## config.mk

```make
export PLATFORM = sky130hd
export DESIGN_NAME = i2c_regfile
export DESIGN_NICKNAME = d
export VERILOG_FILES = /design/src/rtl/i2c_reg_pkg.sv /design/src/rtl/i2c_ctrl_reg.sv /design/src/rtl/i2c_stat_cap.sv /design/src/rtl/i2c_plain_reg.sv /design/src/rtl/i2c_regfile.sv
export SDC_FILE = /design/constraint.sdc
export NUM_CORES = 1
export LEC_CHECK = 0
export BUFFER_PORTS_ARGS = -buffer_cell sky130_fd_sc_hd__buf_4
export CAP_MARGIN = 15
export CORE_AREA = 2 2 71 73
export CTS_BUF_LIST = sky130_fd_sc_hd__clkbuf_8
export DETAILED_ROUTE_END_ITERATION = 10
export DIE_AREA = 0 0 73 75
export PLACE_DENSITY = 0.84
export SYNTH_ARGS = -nofsm -noshare
export SYNTH_HDL_FRONTEND = slang
export SYNTH_HIERARCHICAL = 1
export SYNTH_SLANG_ARGS = --single-unit
```

## constraint.sdc

```tcl
create_clock -name clk -period 2.62 [get_ports clk]
set_input_delay 0.393 -clock clk [delete_from_list [all_inputs] [get_ports clk]]
set_output_delay 0.393 -clock clk [all_outputs]
set_load 0.03 [all_outputs]
```

## src/rtl/i2c_reg_pkg.sv

```systemverilog
package i2c_reg_pkg;

  // Word slots in the map; the index is byte address divided by four.
  typedef enum logic [2:0] {
    SLOT_SETC = 3'd0,
    SLOT_STAT = 3'd1,
    SLOT_DATA = 3'd2,
    SLOT_OWN  = 3'd3,
    SLOT_SCLH = 3'd4,
    SLOT_SCLL = 3'd5,
    SLOT_CLRC = 3'd6,
    SLOT_NONE = 3'd7
  } slot_e;

  localparam int SLOT_BITS = 3;
  localparam int BYTE_LSB  = 2;

endpackage

```

## src/rtl/i2c_ctrl_reg.sv

```systemverilog
module i2c_ctrl_reg #(
  parameter int W      = 8,
  parameter int SI_BIT = 3
) (
  input  logic         clk,
  input  logic         rst,
  input  logic         set_we,
  input  logic         clr_we,
  input  logic [W-1:0] mask,
  input  logic         evt,
  output logic [W-1:0] ctrl_q
);

  logic [W-1:0] ctrl_nxt;

  always_comb begin
    ctrl_nxt = ctrl_q;
    if (set_we) ctrl_nxt = ctrl_nxt | mask;
    if (clr_we) ctrl_nxt = ctrl_nxt & ~mask;
    if (evt)    ctrl_nxt[SI_BIT] = 1'b1;   // engine set wins over clear
  end

  always_ff @(posedge clk) begin
    if (rst) ctrl_q <= '0;
    else     ctrl_q <= ctrl_nxt;
  end

endmodule

```

## src/rtl/i2c_stat_cap.sv

```systemverilog
module i2c_stat_cap #(
  parameter int              W        = 8,
  parameter int              CODE_W   = 5,
  parameter logic [CODE_W-1:0] RST_CODE = '1
) (
  input  logic              clk,
  input  logic              rst,
  input  logic              evt,
  input  logic              si_pending,
  input  logic [CODE_W-1:0] code,
  output logic [W-1:0]      stat_q
);

  localparam int PAD_W = W - CODE_W;

  logic [CODE_W-1:0] code_q;

  always_ff @(posedge clk) begin
    if (rst)                    code_q <= RST_CODE;
    else if (evt && !si_pending) code_q <= code;
  end

  generate
    if (PAD_W > 0) begin : g_pad
      assign stat_q = {code_q, {PAD_W{1'b0}}};
    end else begin : g_nopad
      assign stat_q = code_q;
    end
  endgenerate

endmodule

```

## src/rtl/i2c_plain_reg.sv

```systemverilog
module i2c_plain_reg #(
  parameter int         W   = 8,
  parameter logic [W-1:0] RST = '0
) (
  input  logic         clk,
  input  logic         rst,
  input  logic         bus_we,
  input  logic [W-1:0] bus_d,
  input  logic         ld,
  input  logic [W-1:0] ld_d,
  output logic [W-1:0] q
);

  always_ff @(posedge clk) begin
    if (rst)         q <= RST;
    else if (ld)     q <= ld_d;     // engine load has priority
    else if (bus_we) q <= bus_d;
  end

endmodule

```

## src/rtl/i2c_regfile.sv

```systemverilog
module i2c_regfile
  import i2c_reg_pkg::*;
#(
  parameter int ADDR_W = 5,
  parameter int REG_W  = 8,
  parameter int CODE_W = 5,
  parameter int SI_BIT = 3,
  parameter int EN_BIT = 6,
  parameter logic [REG_W-1:0] SCL_RST = 8'h04
) (
  input  logic              clk,
  input  logic              rst,
  input  logic [ADDR_W-1:0] bus_addr,
  input  logic              bus_we,
  input  logic [REG_W-1:0]  bus_wdata,
  output logic [REG_W-1:0]  bus_rdata,
  input  logic              eng_evt,
  input  logic [CODE_W-1:0] eng_code,
  input  logic              eng_rx_vld,
  input  logic [REG_W-1:0]  eng_rx_byte,
  output logic [REG_W-1:0]  ctrl_out,
  output logic [REG_W-1:0]  tx_byte,
  output logic [REG_W-2:0]  slave_addr,
  output logic              gc_en,
  output logic [REG_W-1:0]  scl_high,
  output logic [REG_W-1:0]  scl_low,
  output logic              irq
);

  localparam int HI_LSB = BYTE_LSB + SLOT_BITS;

  slot_e      slot;
  logic       aligned;
  logic [REG_W-1:0] ctrl_q, stat_q, data_q, own_q, sclh_q, scll_q;

  assign slot    = slot_e'(bus_addr[HI_LSB-1:BYTE_LSB]);
  assign aligned = (bus_addr[BYTE_LSB-1:0] == '0) && ((bus_addr >> HI_LSB) == '0);

  logic wr_set, wr_clr, wr_data, wr_own, wr_sclh, wr_scll;
  assign wr_set  = bus_we && aligned && (slot == SLOT_SETC);
  assign wr_clr  = bus_we && aligned && (slot == SLOT_CLRC);
  assign wr_data = bus_we && aligned && (slot == SLOT_DATA);
  assign wr_own  = bus_we && aligned && (slot == SLOT_OWN);
  assign wr_sclh = bus_we && aligned && (slot == SLOT_SCLH);
  assign wr_scll = bus_we && aligned && (slot == SLOT_SCLL);

  i2c_ctrl_reg #(.W(REG_W), .SI_BIT(SI_BIT)) u_ctrl (
    .clk(clk), .rst(rst), .set_we(wr_set), .clr_we(wr_clr),
    .mask(bus_wdata), .evt(eng_evt), .ctrl_q(ctrl_q)
  );

  i2c_stat_cap #(.W(REG_W), .CODE_W(CODE_W), .RST_CODE('1)) u_stat (
    .clk(clk), .rst(rst), .evt(eng_evt), .si_pending(ctrl_q[SI_BIT]),
    .code(eng_code), .stat_q(stat_q)
  );

  i2c_plain_reg #(.W(REG_W), .RST('0)) u_data (
    .clk(clk), .rst(rst), .bus_we(wr_data), .bus_d(bus_wdata),
    .ld(eng_rx_vld), .ld_d(eng_rx_byte), .q(data_q)
  );

  i2c_plain_reg #(.W(REG_W), .RST('0)) u_own (
    .clk(clk), .rst(rst), .bus_we(wr_own), .bus_d(bus_wdata),
    .ld(1'b0), .ld_d('0), .q(own_q)
  );

  i2c_plain_reg #(.W(REG_W), .RST(SCL_RST)) u_sclh (
    .clk(clk), .rst(rst), .bus_we(wr_sclh), .bus_d(bus_wdata),
    .ld(1'b0), .ld_d('0), .q(sclh_q)
  );

  i2c_plain_reg #(.W(REG_W), .RST(SCL_RST)) u_scll (
    .clk(clk), .rst(rst), .bus_we(wr_scll), .bus_d(bus_wdata),
    .ld(1'b0), .ld_d('0), .q(scll_q)
  );

  always_comb begin
    bus_rdata = '0;
    if (aligned) begin
      unique case (slot)
        SLOT_SETC: bus_rdata = ctrl_q;
        SLOT_STAT: bus_rdata = stat_q;
        SLOT_DATA: bus_rdata = data_q;
        SLOT_OWN:  bus_rdata = own_q;
        SLOT_SCLH: bus_rdata = sclh_q;
        SLOT_SCLL: bus_rdata = scll_q;
        default:   bus_rdata = '0;
      endcase
    end
  end

  assign ctrl_out   = ctrl_q;
  assign tx_byte    = data_q;
  assign slave_addr = own_q[REG_W-1:1];
  assign gc_en      = own_q[0];
  assign scl_high   = sclh_q;
  assign scl_low    = scll_q;
  assign irq        = ctrl_q[SI_BIT] & ctrl_q[EN_BIT];

endmodule

```

==> results.yml <==
hold_path:
  hold_depth: 2
  hold_path_end: "u_ctrl/ctrl_q[1]$_SDFF_PP0_"
  hold_class: "input pin to flip-flop"
  hold_start: "bus_wdata[1]"
logic_synthesis:
  synthFlopType: "dfxtp_1"
  synthTopCellsByArea: "dfxtp_1 (35%), mux2i_1 (15%), a211oi_1 (12%)"
  synth_enable_flop_cells: 0
  synth_cell_types: 34
  syn_area_per_cell_sq_um: 9.808
  yosysWarnings: 6
  async_flop_share_pct: 0
  yosysSeqAreaShare_pct: 35.19
  syn_area_sq_um: 2560
  ys_seq_elements: 45
  yosys.area.top_type: "dfxtp_1"
  synth_cells: 261
  yosys.area.top_type_share_pct: 35.19
cts:
  clockBufferDepth: 2
  hold_buffers: 0
  htreeDepth: 2
  cts_resized: 0
  cts.clk_slew.worst_paths_ns: 0.08
  numCtsBuffers: 5
  cts.sinks: 45
  cts_tree: "yes"
  post_cts_buffers: 0
  root_buffer: "clkbuf_8"
  clk-insertion-delay-late_ns: 0.30
run_status:
  outcome: "finished, final reports clean"
placed_design:
  gp_congestion: 0.8137
  dpl-instance-area_sq_um: 3274
  dpl.hpwl_mm: 4.990
  portBuffers: 79
  place_ws_ns: 0.4666
  dp.cells: 429
global_route:
  grt_pass1_vias: 2265
  grt_max_degree: 53
  overflow: 0
  grt_pass1_wl_mm: 10.81
  antenna_found_initial: 0
  grtUsageTotal_pct: 26.37
timing:
  setup_viol: 0
  fin_ws_ns: 0.4289
  rsz0062_at_grt: "false"
  tightest_slew_ns: 0.6452
  slew_violations: 0
  fin_setup_tns_ns: 0
  skew_ns: 0.004582
  min_period_ns: 2.191
  max_freq_mhz: 456.4
  hold-worst-slack_ns: 0.3271
  finalHoldViolations: 0
  period_share_pct: 83.63
  slew_headroom_pct: 56.83
setup_path:
  cp_max_fo: 18
  crit_start: "bus_addr[3]"
  cp.arrival_ns: 1.80
  critPathKind: "input pin to output port"
  cp-start-kind: "input pin"
  ff2ff_path_depth: 2
  r2r_start: "u_ctrl/ctrl_q[3]$_SDFF_PP0_"
  critPathRequiredTime_ns: 2.23
  cp-end-kind: "output port"
  r2r-end: "u_stat/code_q[3]$_SDFFE_PP1P_"
  r2r_slack_ns: 1.72
cells_and_area:
  fin_util_pct: 72.48
  syn2layout_area_growth_pct: 31.96
  design_area_sq_um: 3378
  n_antenna_cell: 0
  drive_above_1_share_pct: 29.06
  final_common_cell: "buf_4"
  final_cell_count_no_fill: 436
  fillers: 364
  layout.nets: 413
  final_cell_mix: "buf_4 (84), conb_1 (56), dfxtp_1 (45), a211oi_1 (40), mux2i_1 (38)"
pwr:
  total_power_mw: 1.646
  p_leak_nw: 1.454
  powerDensity_nw_per_um2: 487.3
  max-vdd-ir-drop_mv: 0.3009
detailed_routing:
  drt-vias-per-instance: 5.532
  vias: 2412
  routed_wl_mm: 6.837
  drt_iter0_markers: 188
  drc: 0
  firstDrtPassIters: 4
  wl_per_cell_microns: 15.68
  ant_nets: 0
run:
  drv_cap: 0
floorplanning:
  die_w_microns: 73
  rows: 25
  coreArea_sq_um: 4661
  start_util_pct: 54.93
  ios: 80
  die_h_microns: 75
  die_area_sq_um: 5475
sequential cells by signal, indices dropped and copies added (netlist names):
register	count
u_stat/code_q	5
u_data/q	8
u_sclh/q	8
u_ctrl/ctrl_q	8
u_scll/q	8
u_own/q	8
synth_stat cells, types with 2 or more instances:
cell type	n
a211oi_1	40
a21oi_1	12
a221oi_1	3
a22oi_1	6
buf_1	2
buf_2	5
buf_4	5
buf_6	7
clkbuf_1	2
clkbuf_2	2
conb_1	2
dfxtp_1	45
inv_1	4
inv_2	2
mux2_2	11
mux2i_1	38
mux4_2	3
nand2_1	3
nand2b_1	2
nand3_1	2
nor2_1	19
nor2b_1	31
nor3_1	2
nor3b_1	3
cell type report:
cell class,instances,area [sq um],area share [%]
flip-flops and latches,45,900.9,26.67
multi-input cells,240,1653,48.93
clock buffers,5,68.82,2.037
repair buffers,84,630.6,18.67
well taps,54,67.56,2.000
clock inverters,2,35.03,1.037
inverters,6,22.52,0.6667
worst max path at each step:
stage,depth (start not counted),endpoint
after global routing,5,bus_rdata[0]
after global placement,5,bus_rdata[3]
after CTS,5,bus_rdata[5]
final,5,bus_rdata[0]
after detailed placement,5,bus_rdata[5]
after floorplan,5,bus_rdata[0]
power by group:
part | internal [mW] | leakage (nW) | switching (mW)
clock | 0.277 | 0.0540 | 0.228
combinational | 0.161 | 1.03 | 0.217
sequential | 0.725 | 0.372 | 0.0373
total | 1.16 | 1.45 | 0.482
cell families after synthesis:
kind of cell           synth area share [%]
flip-flops                            35.19
AO/OA/AOI/OAI                         18.96
multiplexers                          23.36
AND/OR/NAND/NOR                       14.03
other                                0.2934
buffers and inverters                 8.163
critical path: stages:
cell,delay [ns]
buf_4,0.18
nor2b_1,0.49
a22oi_1,0.19
a211oi_1,0.32
buf_4,0.22
routing by layer:
layer	routed length, microns	share of wire, %	track usage, %	up-vias
met1	2815	41	33.33	1150
met2	3405	50	43.34	105
li1	-	-	-	1139
met3	462	6.8	6.024	18
met5	0	0	0	-
met4	153	2.2	11.52	0
Note: power is estimated with default switching activity, not from simulation.
